--- src/rtl/pm_csr_pkg.sv ---
package pm_csr_pkg;
  localparam int unsigned WORD_W    = 16;
  localparam int unsigned LANES     = WORD_W / 8;
  localparam int unsigned STATE_W   = 2;
  localparam int unsigned STS_BIT   = 15;
  localparam int unsigned EN_BIT    = 8;
  localparam int unsigned CSR_OFS   = 'h48;
  localparam int unsigned EXT_OFS   = 'h4A;

  typedef enum logic [STATE_W-1:0] {
    PS_D0 = 2'b00,
    PS_D1 = 2'b01,
    PS_D2 = 2'b10,
    PS_D3 = 2'b11
  } pstate_e;
endpackage

--- src/rtl/pm_wake_latch.sv ---
module pm_wake_latch (
  input  logic clk,
  input  logic grst,
  input  logic wake_evt,
  input  logic clr_req,
  input  logic en_next,
  output logic sts_q,
  output logic pme_q
);
  logic sts_next;

  // set takes priority over clear so no event is lost
  assign sts_next = wake_evt | (sts_q & ~clr_req);

  always_ff @(posedge clk) begin
    if (grst) begin
      sts_q <= 1'b0;
      pme_q <= 1'b0;
    end else begin
      sts_q <= sts_next;
      pme_q <= sts_next & en_next;
    end
  end
endmodule

--- src/rtl/pm_ctrl_fields.sv ---
module pm_ctrl_fields
  import pm_csr_pkg::*;
(
  input  logic               clk,
  input  logic               grst,
  input  logic               wr_hi,
  input  logic               wr_lo,
  input  logic               en_wdata,
  input  logic [STATE_W-1:0] state_wdata,
  output logic               en_next,
  output logic               en_q,
  output pstate_e            state_q
);
  assign en_next = wr_hi ? en_wdata : en_q;

  always_ff @(posedge clk) begin
    if (grst) begin
      en_q    <= 1'b0;
      state_q <= PS_D0;
    end else begin
      en_q <= en_next;
      if (wr_lo) state_q <= pstate_e'(state_wdata);
    end
  end
endmodule

--- src/rtl/pm_read_port.sv ---
module pm_read_port
  import pm_csr_pkg::*;
(
  input  logic              clk,
  input  logic              grst,
  input  logic              func_rst,
  input  logic              rd_en,
  input  logic              hit_csr,
  input  logic              sts,
  input  logic              en,
  input  logic [STATE_W-1:0] state,
  output logic [WORD_W-1:0] rdata
);
  logic [WORD_W-1:0] csr_word;

  always_comb begin
    csr_word = '0;
    csr_word[STS_BIT]       = sts;
    csr_word[EN_BIT]        = en;
    csr_word[STATE_W-1:0]   = state;
  end

  always_ff @(posedge clk) begin
    if (grst || func_rst)
      rdata <= '0;
    else if (rd_en && hit_csr)
      rdata <= csr_word;
    else
      rdata <= '0;
  end
endmodule

--- src/rtl/pm_csr_block.sv ---
module pm_csr_block
  import pm_csr_pkg::*;
#(
  parameter int unsigned ADDR_W = 8
) (
  input  logic               clk,
  input  logic               grst,
  input  logic               func_rst,
  input  logic [ADDR_W-1:0]  cfg_addr,
  input  logic [LANES-1:0]   cfg_be,
  input  logic [WORD_W-1:0]  cfg_wdata,
  input  logic               cfg_we,
  input  logic               cfg_re,
  output logic [WORD_W-1:0]  cfg_rdata,
  input  logic               wake_evt,
  output logic               pme_o,
  output logic [STATE_W-1:0] pwr_state
);
  localparam logic [ADDR_W-1:0] CSR_A = ADDR_W'(CSR_OFS);
  localparam logic [ADDR_W-1:0] EXT_A = ADDR_W'(EXT_OFS);

  logic    hit_csr, hit_ext;
  logic    wr_hi, wr_lo, clr_req;
  logic    en_next, en_q, sts_q;
  pstate_e state_q;
  logic    unused_bits;

  assign hit_csr = (cfg_addr == CSR_A);
  assign hit_ext = (cfg_addr == EXT_A);
  assign wr_hi   = cfg_we & hit_csr & cfg_be[1];
  assign wr_lo   = cfg_we & hit_csr & cfg_be[0];
  assign clr_req = wr_hi & cfg_wdata[STS_BIT];
  assign unused_bits = ^{cfg_wdata[14:9], cfg_wdata[7:2], hit_ext};

  pm_ctrl_fields u_ctrl (
    .clk         (clk),
    .grst        (grst),
    .wr_hi       (wr_hi),
    .wr_lo       (wr_lo),
    .en_wdata    (cfg_wdata[EN_BIT]),
    .state_wdata (cfg_wdata[STATE_W-1:0]),
    .en_next     (en_next),
    .en_q        (en_q),
    .state_q     (state_q)
  );

  pm_wake_latch u_wake (
    .clk      (clk),
    .grst     (grst),
    .wake_evt (wake_evt),
    .clr_req  (clr_req),
    .en_next  (en_next),
    .sts_q    (sts_q),
    .pme_q    (pme_o)
  );

  // the extension word at 4Ah reads zero, same as unmapped addresses
  pm_read_port u_rd (
    .clk      (clk),
    .grst     (grst),
    .func_rst (func_rst),
    .rd_en    (cfg_re),
    .hit_csr  (hit_csr),
    .sts      (sts_q),
    .en       (en_q),
    .state    (state_q),
    .rdata    (cfg_rdata)
  );

  assign pwr_state = state_q;
endmodule

--- config.mk ---
export PLATFORM = sky130hd
export DESIGN_NAME = pm_csr_block
export DESIGN_NICKNAME = d
export VERILOG_FILES = /design/src/rtl/pm_csr_pkg.sv /design/src/rtl/pm_wake_latch.sv /design/src/rtl/pm_ctrl_fields.sv /design/src/rtl/pm_read_port.sv /design/src/rtl/pm_csr_block.sv
export SDC_FILE = /design/constraint.sdc
export NUM_CORES = 1
export LEC_CHECK = 0
export ABC_AREA = 1
export BUFFER_PORTS_ARGS = -buffer_cell sky130_fd_sc_hd__buf_2
export CAP_MARGIN = 15
export CORE_AREA = 2 2 41 43
export DETAILED_ROUTE_END_ITERATION = 16
export DIE_AREA = 0 0 43 45
export GPL_ROUTABILITY_DRIVEN = 0
export PLACE_DENSITY_LB_ADDON = 0.12
export SLEW_MARGIN = 5
export SYNTH_ARGS = -nofsm -noshare
export SYNTH_HDL_FRONTEND = slang
export SYNTH_SLANG_ARGS = --single-unit
export TNS_END_PERCENT = 30
--- constraint.sdc ---
create_clock -name clk -period 0.9 [get_ports clk]
set_input_delay 0.045 -clock clk [delete_from_list [all_inputs] [get_ports clk]]
set_output_delay 0.045 -clock clk [all_outputs]
set_load 0.02 [all_outputs]
# After elaboration in Yosys (flattened, before gate mapping)
# Cells that the tools add are included.
[op_classes]
n_addsub = 0
multipliers = 0
n_div = 0
order_cmp = 0
eq_ne = 1
shift = 0
muxes = 1
bitwise_logic = 9
reduce_logical = 3
[ops]
columns = ["cell", "count"]
rows = [
  ["equality test 8 x 7 -> 1 bit, second input constant", 1],
  ["AND 1 bit", 6],
  ["NOT 1 bit", 2],
  ["OR reduction 2 bit", 1],
  ["logical AND 1 bit", 1],
  ["logical OR 1 bit", 1],
  ["two-way mux 1 bit", 1],
  ["OR 1 bit", 1],
]
[totals]
ff_bits = 21
latch_bits = 0
mem_bits_rw = 0
rom_bits = 0
input_bits = 32
elab_cells = 20
memories = 0

# Logic depth before layout (Yosys ltp)
# Gate-level depths: netlist of run 1.
[logic_depth]
depth_word = 8
depth_mapped = 8
depth_no_buf = 8

# Modules after synthesis
# From an unflattened synthesis of run 1, not the netlist that was laid out.
[hier_totals]
cells_unflattened = 70
area_unflattened_um2 = 486.7
[modules_own_cells]
columns = ["mod", "n_inst", "cells_each", "area_per_inst_um2", "seq_area_each_um2"]
rows = [
  ["pm_read_port", 1, 29, 224.0, 80.1],
  ["pm_ctrl_fields", 1, 19, 127.6, 60.1],
  ["pm_wake_latch", 1, 9, 70.1, 40.0],
  ["pm_csr_block", 1, 13, 65.1, 0.0],
]

# Least setup slack after synthesis of run 1
# OpenSTA, ideal clock, no wires.
[synth_path]
kind = "in2reg"
startpoint = "input port cfg_addr[7]"
endpoint = "register u_wake.pme_q"
setup_ns = 0.114
arrival_ns = 0.646
t_required_ns = 0.786
path_slack_ns = 0.140
stages = 6
n_path_buf = 0
cell_sequence = "nor2_1 > nand2_1 > nor2_4 > nand4_1 > a21oi_2 > nor2_1"
[synth_via]
elab_chain_cells = 8
elab_cells_between_ends = 9
classes_between = "eq/ne: 1; mux: 1; bitwise: 7"
[synth_rtl]
columns = ["element", "line_no", "source"]
rows = [
  ["start: declaration", "pm_csr_block.sv:9", "input logic [ADDR_W-1:0] cfg_addr,"],
  ["equality test 8 x 7 -> 1 bit (*)", "pm_csr_block.sv:28", "assign hit_csr = (cfg_addr == CSR_A);"],
  ["AND 1 bit (*) (2 in a row)", "pm_csr_block.sv:30", "assign wr_hi = cfg_we & hit_csr & cfg_be[1];"],
  ["AND 1 bit", "pm_csr_block.sv:32", "assign clr_req = wr_hi & cfg_wdata[STS_BIT];"],
  ["NOT 1 bit", "pm_wake_latch.sv:13", "assign sts_next = wake_evt | (sts_q & ~clr_req);"],
  ["AND 1 bit", "pm_wake_latch.sv:13", ""],
  ["OR 1 bit", "pm_wake_latch.sv:13", ""],
  ["AND 1 bit (*)", "pm_wake_latch.sv:21", "pme_q <= sts_next & en_next;"],
  ["end signal: assignment", "pm_wake_latch.sv:21", ""],
  ["end: declaration", "pm_wake_latch.sv:8", "output logic pme_q"],
]
# Mark *: on every way between the ends. The rest lies on a longest branch, timed or not.
# A chain may end at the register's enable or synchronous reset.

# Worst setup path after layout of run 1
[layout_path]
startpoint = "input port grst"
endpoint = "register u_rd.rdata[8]"
[layout_via]
elab_chain_cells = 2
[layout_rtl]
columns = ["element", "line_no", "source"]
rows = [
  ["start: declaration", "pm_csr_block.sv:7", "input logic grst,"],
  ["logical OR 1 bit", "pm_read_port.sv:24", "if (grst || func_rst)"],
  ["OR reduction 2 bit (no line)", "-", ""],
  ["end signal: assignment", "pm_read_port.sv:27", "rdata <= csr_word;"],
  ["end: declaration", "pm_read_port.sv:12", "output logic [WORD_W-1:0] rdata"],
]
# No other way between the ends.

==> results of run 1 <==
layer usage:
metal	share of wire	global-route usage	wire length (um)
met1	0.39	0.09535	299
met2	0.46	0.1212	355
met3	0.15	0.02400	116
met4	0	0.07273	0
met5	0	0	0
worst max-delay path: stages:
cell	delay [ns]
dlygate4sd3_1	0.53
buf_2	0.14
nor2_2	0.09
nand3_2	0.11
nor2_1	0.11
cells by family (layout without fill, tap and decap cells):
logic type	after synthesis	after routing	share of synthesized area
compound gates	5	5	0.06407
simple gates	21	21	0.2590
flops	9	9	0.4011
other cells	1	12	0.008349
buf+inv	20	39	0.2674
area by class of cell:
class | count | area [um2] | share of cell area
Timing Repair Buffer | 27 | 140.1 | 0.2358
Inverter | 8 | 30.03 | 0.05053
Sequential cell | 9 | 180.2 | 0.3032
Tap cell | 16 | 20.02 | 0.03368
Multi-Input combinational cell | 38 | 197.7 | 0.3326
Clock buffer | 4 | 26.28 | 0.04421
sequential cells by signal (all words and copies together), names as in the netlist:
name and cells:
u_ctrl.en_q 1, u_rd.rdata 4, u_wake.pme_q 1, u_wake.sts_q 1
u_ctrl.state_q 2
power breakdown:
| part | switching [uW] | internal [uW] |
|---|---|---|
| Combinational | 75.3 | 41.1 |
| Clock | 123 | 170 |
| Sequential | 2.47 | 402 |
| Total | 201 | 613 |
metrics by stage:
| stage | setup TNS (ns) | area [um2] |
|---|---|---|
| 4_1_cts | 0 | 586.8 |
| 3_5_place_dp | -0.1302 | 550.5 |
| 2_1_floorplan | 0 | 490.5 |
| 5_1_grt | 0 | 594.3 |
| 6_report | 0 | 594.3 |
| 3_3_place_gp | -0.1003 | 550.5 |
cells in the mapped netlist:
| library cell | count |
|---|---|
| inv_1 | 8 |
| dfxtp_1 | 9 |
| nand4_1 | 2 |
| nand3_1 | 1 |
| o21ai_1 | 2 |
| nor2_4 | 1 |
| nor2_2 | 1 |
| a21oi_2 | 1 |
| nor2_1 | 9 |
| nand2_1 | 3 |
| conb_1 | 1 |
| a21oi_1 | 2 |
| buf_4 | 12 |
| nand3_2 | 3 |
| nand2_2 | 1 |
worst paths after layout:
kind	from	endpoint	slack, ns
worst max register to register	u_ctrl.en_q	u_wake.pme_q	0.25
worst min-delay path	wake_evt	u_wake.sts_q	0.01
worst max-delay path	grst	u_rd.rdata[8]	0.06
worst min register to register	u_wake.sts_q	u_rd.rdata[15]	0.45
what timing repair did:
| item | in CTS | in global routing |
|---|---|---|
| resized for setup | 0 | 2 |
| endpoints found under the setup margin | 0 | 4 |
| hold buffers | 1 | 0 |
| hold endpoints to repair | 1 | 0 |
| setup buffers | 0 | 0 |
==> results.toml, run 1 <==
[clock_tree]
worstSkewPairLatency_ns = 0.25
cts_num_sinks = 9
clkTransAtPathRegs_ns = 0.06
cts_tree = "yes"
cts_buffer_depth = 2
root_buffer = "clkbuf_4"
cts_buffers = 3
cts.htree.levels = 1

[sta]
clock_skew_ns = 0.001310
whs_ns = 0.009540
hold_viol = 0
fin_crit_sh = 0.9333
max_freq_mhz = 1191
rsz0062_at_grt = "no"
drv_slew = 0
setup_viol = 0
fin_ws_ns = 0.06003
period_minus_slack_ns = 0.8400

[setup_path]
cp.arrival_ns = 1.02
crit_path_end_kind = "register"
required_ns = 1.08
critPathLaunchType = "input pin"
cp_max_fo = 4
crit_type = "in2reg"
reg2reg_depth = 4

[floorplanning]
die_w_um = 43
fp-row-count = 14
dieArea_mm2 = 0.001935
die_h_um = 45
ios = 51
start_util = 0.3053
fp.coreArea_mm2 = 0.001471

[logic_synthesis]
synth_top_cell_by_area = "dfxtp_1"
ys_ff_latch = 9
ys_types = 15
syn_avg_cell_area_um2 = 8.021
yosys_warnings = 0
netlist_instances = 56
synthTopCellsByArea = "dfxtp_1 (40%), buf_4 (20%), nor2_1 (7.5%)"
synth_area_um2 = 449.2
synth_top_area_frac = 0.4011
synth-seq-area-share = 0.4011

[place]
port_buffers = 26
dp_cells = 97
dp_worst_setup_slack_ns = -0.05810
place_hpwl_um = 669.8

[finish]
filler_cell_count = 165
area_growth_syn_to_layout_pct = 32.31
drive_gt1_frac = 0.4419
final_common_cell = "buf_2"
insertedDiodeCount = 0
final_cells = 102
layout_common_cells = "buf_2 (26), conb_1 (12), dfxtp_1 (9)"
finalNetCount = 119
final_util = 0.4039

[route]
drt_wl_total_um = 771
dr.pass1.iters = 4
dr.first_iter.drc_count = 3
drc_errors = 0
routedWlPerCell_um = 7.559
final_antenna_net_count = 0
via_count = 386
via_per_inst = 3.784

[outcome]
status = "completed"

[grt]
antenna_found_initial = 0
grt-ovfl-total = 0
grt_pass1_vias = 319
grt_usage = 0.08158
grt_start_max_net_pins = 6
grt_pass1_wl_mm = 1.166

[power_and_ir_drop]
p_leak_uw = 0.0003119
total_power_uw = 813.8
power_density_mw_per_mm2 = 1369
ir_worst_vdd_v = 0.0004921

[worst_hold_path]
hold_depth = 3
min_path_type = "in2reg"

[flow_run]
drv_cap = 0
(Power assumes the default switching activity.)
==> inputs of run 2 (changes only) <==
CORE_AREA = 2 2 42 44   (was 2 2 41 43)
DIE_AREA = 0 0 44 46   (was 0 0 43 45)
SYNTH_HIERARCHICAL = 1   (was default)
==> results.toml, run 2 <==
[logic_synthesis]
netlist_instances = 70
syn_avg_cell_area_um2 = 6.953
synth_edf_count = 0
ys_types = 12
synth_common_cells = "inv_1 (16), buf_4 (12), nor2_1 (10)"
synth_fa_ha_area_frac = 0
synthTopCellsByArea = "dfxtp_1 (37%), buf_4 (19%), inv_1 (12%)"
synth-compound-area-share = 0.03085
synthSimpleGateAreaFrac = 0.2828
yosys_warnings = 6
synth.most_common_cell = "inv_1"
muxShareOfSynthArea = 0
synthXorXnorAreaFrac = 0
synth_top_family_by_area = "buffers and inverters"
synth_top_cell_by_area = "dfxtp_1"
synth_area_um2 = 486.7
async_reset_ff_frac = 0
ys.flop_type = "dfxtp_1"
synth-seq-area-share = 0.3702
ys_ff_latch = 9
synth_top_area_frac = 0.3702

[route]
via_per_inst = 3.707
drt_wl_total_um = 748
dr.first_iter.drc_count = 0
routedWlPerCell_um = 6.448
via_count = 430
drc_errors = 0
final_antenna_net_count = 0
dr.pass1.iters = 1

[finish]
layout_common_cells = "buf_2 (26), inv_1 (16), conb_1 (12)"
stdcell_area_um2 = 615.6
largest-register = "u_rd/rdata"
final_util = 0.3814
insertedDiodeCount = 0
largest_registers = "u_rd/rdata x4, u_ctrl/state_q x2"
area_growth_syn_to_layout_pct = 26.48
final_common_cell = "buf_2"
drive_gt1_frac = 0.3838
finalNetCount = 132
largest_register_ffs = 4

[sta]
clock_skew_ns = 0.0002284
period_minus_slack_ns = 0.8183
hold_viol = 0
fin_ws_ns = 0.08173
fin_crit_sh = 0.9092
rsz0062_at_grt = "no"
setup_viol = 0
drv_slew = 0
fin_setup_tns_ns = 0
max_freq_mhz = 1222

[power_and_ir_drop]
p_leak_uw = 0.0003637
ir_worst_vdd_v = 0.0003105
power_density_mw_per_mm2 = 1319

[setup_path]
crit_buf_inv = 1
path_cells = "buf_2"
crit_path_end_kind = "output pin"
cp_slowest_stage_delay_ns = 0.35
cp_max_fo = 3
r2r_slack_ns = 0.18
critPathLaunchType = "register"
required_ns = 0.85
cp_slowest_cell = "dfxtp_1"
crit_family = "flip-flops"
cp.arrival_ns = 0.77
crit_type = "reg2out"

[floorplanning]
start_util = 0.3016
ios = 51
dieArea_mm2 = 0.002024
die_h_um = 46
fp-row-count = 15
die_w_um = 44
fp.coreArea_mm2 = 0.001614

[clock_tree]
root_buffer = "clkbuf_4"
cts_buffer_depth = 2
clkTransAtPathRegs_ns = 0.05
cts_buffers = 3
cts_setup_buffers = 0
cts_num_sinks = 9
hold_buffers = 0
worstSkewPairLatency_ns = 0.25
cts_tree = "yes"
cts-resized-gates = 0
cts.htree.levels = 1

[grt]
grt_start_max_net_pins = 6
grt_pass1_wl_mm = 1.221
grt_pass1_vias = 302
grt_usage = 0.08836
grt-ovfl-total = 0
antenna_found_initial = 0

[place]
placed_area_um2 = 589.3
place_hpwl_um = 667
port_buffers = 26
dp_worst_setup_slack_ns = -0.1178

[worst_hold_path]
min_path_type = "in2reg"

[outcome]
status = "completed"

[flow_run]
drv_cap = 0
[run 2: cell count changes after synthesis, moves of 2 or more]
cell     previous run  this run
nor2_2              1         6
o21ai_0             0         2
inv_1               8        16
o21ai_1             2         0
nand2_1             3         9
nand3_2             3         1
nand4_1             2         0
[run 2: power breakdown]
part	total (uW)	leakage (uW)	internal [uW]	switching [uW]
registers	404	0.0000728	402	1.79
clock network	298	0.0000150	170	128
logic	110	0.000276	37.6	72.2
[run 2: worst paths after layout]
path	start	endpoint	cells after the start
worst max-delay path	u_ctrl/state_q[1]	pwr_state[1]	1
worst min-delay path	cfg_wdata[1]	u_ctrl/state_q[1]	3
worst max register to register	u_ctrl/en_q	u_wake/pme_q	6
worst min register to register	u_wake/sts_q	u_rd/rdata[15]	2
[run 2: cells by family after synthesis]
group,Yosys count
other,1
buffers and inverters,28
AOI/OAI and AO/OA,3
DFF,9
and+or+nand+nor,29
[run 2: worst reg2reg max path, delay by kind of cell, from the launching register on]
kind	cells	cell delay (ns)
DFF	1	0.31
and+or+nand+nor	4	0.22
buffers and inverters	2	0.09
[run 2: cell type report]
| cell class | count | area, um2 |
|---|---|---|
| fill | 190 | 998.5 |
| multi-input combinational | 44 | 197.7 |
| sequential | 9 | 180.2 |
| timing repair buffer | 26 | 130.1 |
| inverter | 16 | 60.06 |
| clock buffer | 4 | 26.28 |
| tap | 17 | 21.27 |
[run 2: metrics by stage]
stage / std cells / power [uW] / hold slack, ns
6_report: 116 / 812.0 / 0.02343
3_5_place_dp: 112 / 522.4 / 0.2776
3_3_place_gp: 112 / 521.2 / 0.2751
5_1_grt: 116 / 877.9 / 0.01888
4_1_cts: 116 / 829.2 / 0.01860
2_1_floorplan: 81 / 514.9 / 0.1119
[run 2: layer usage]
| layer | wire length (um) | GRT usage |
|---|---|---|
| met5 | 0 | 0 |
| met4 | 19 | 0.09091 |
| met3 | 90 | 0.02778 |
| met2 | 335 | 0.1265 |
| met1 | 302 | 0.1002 |
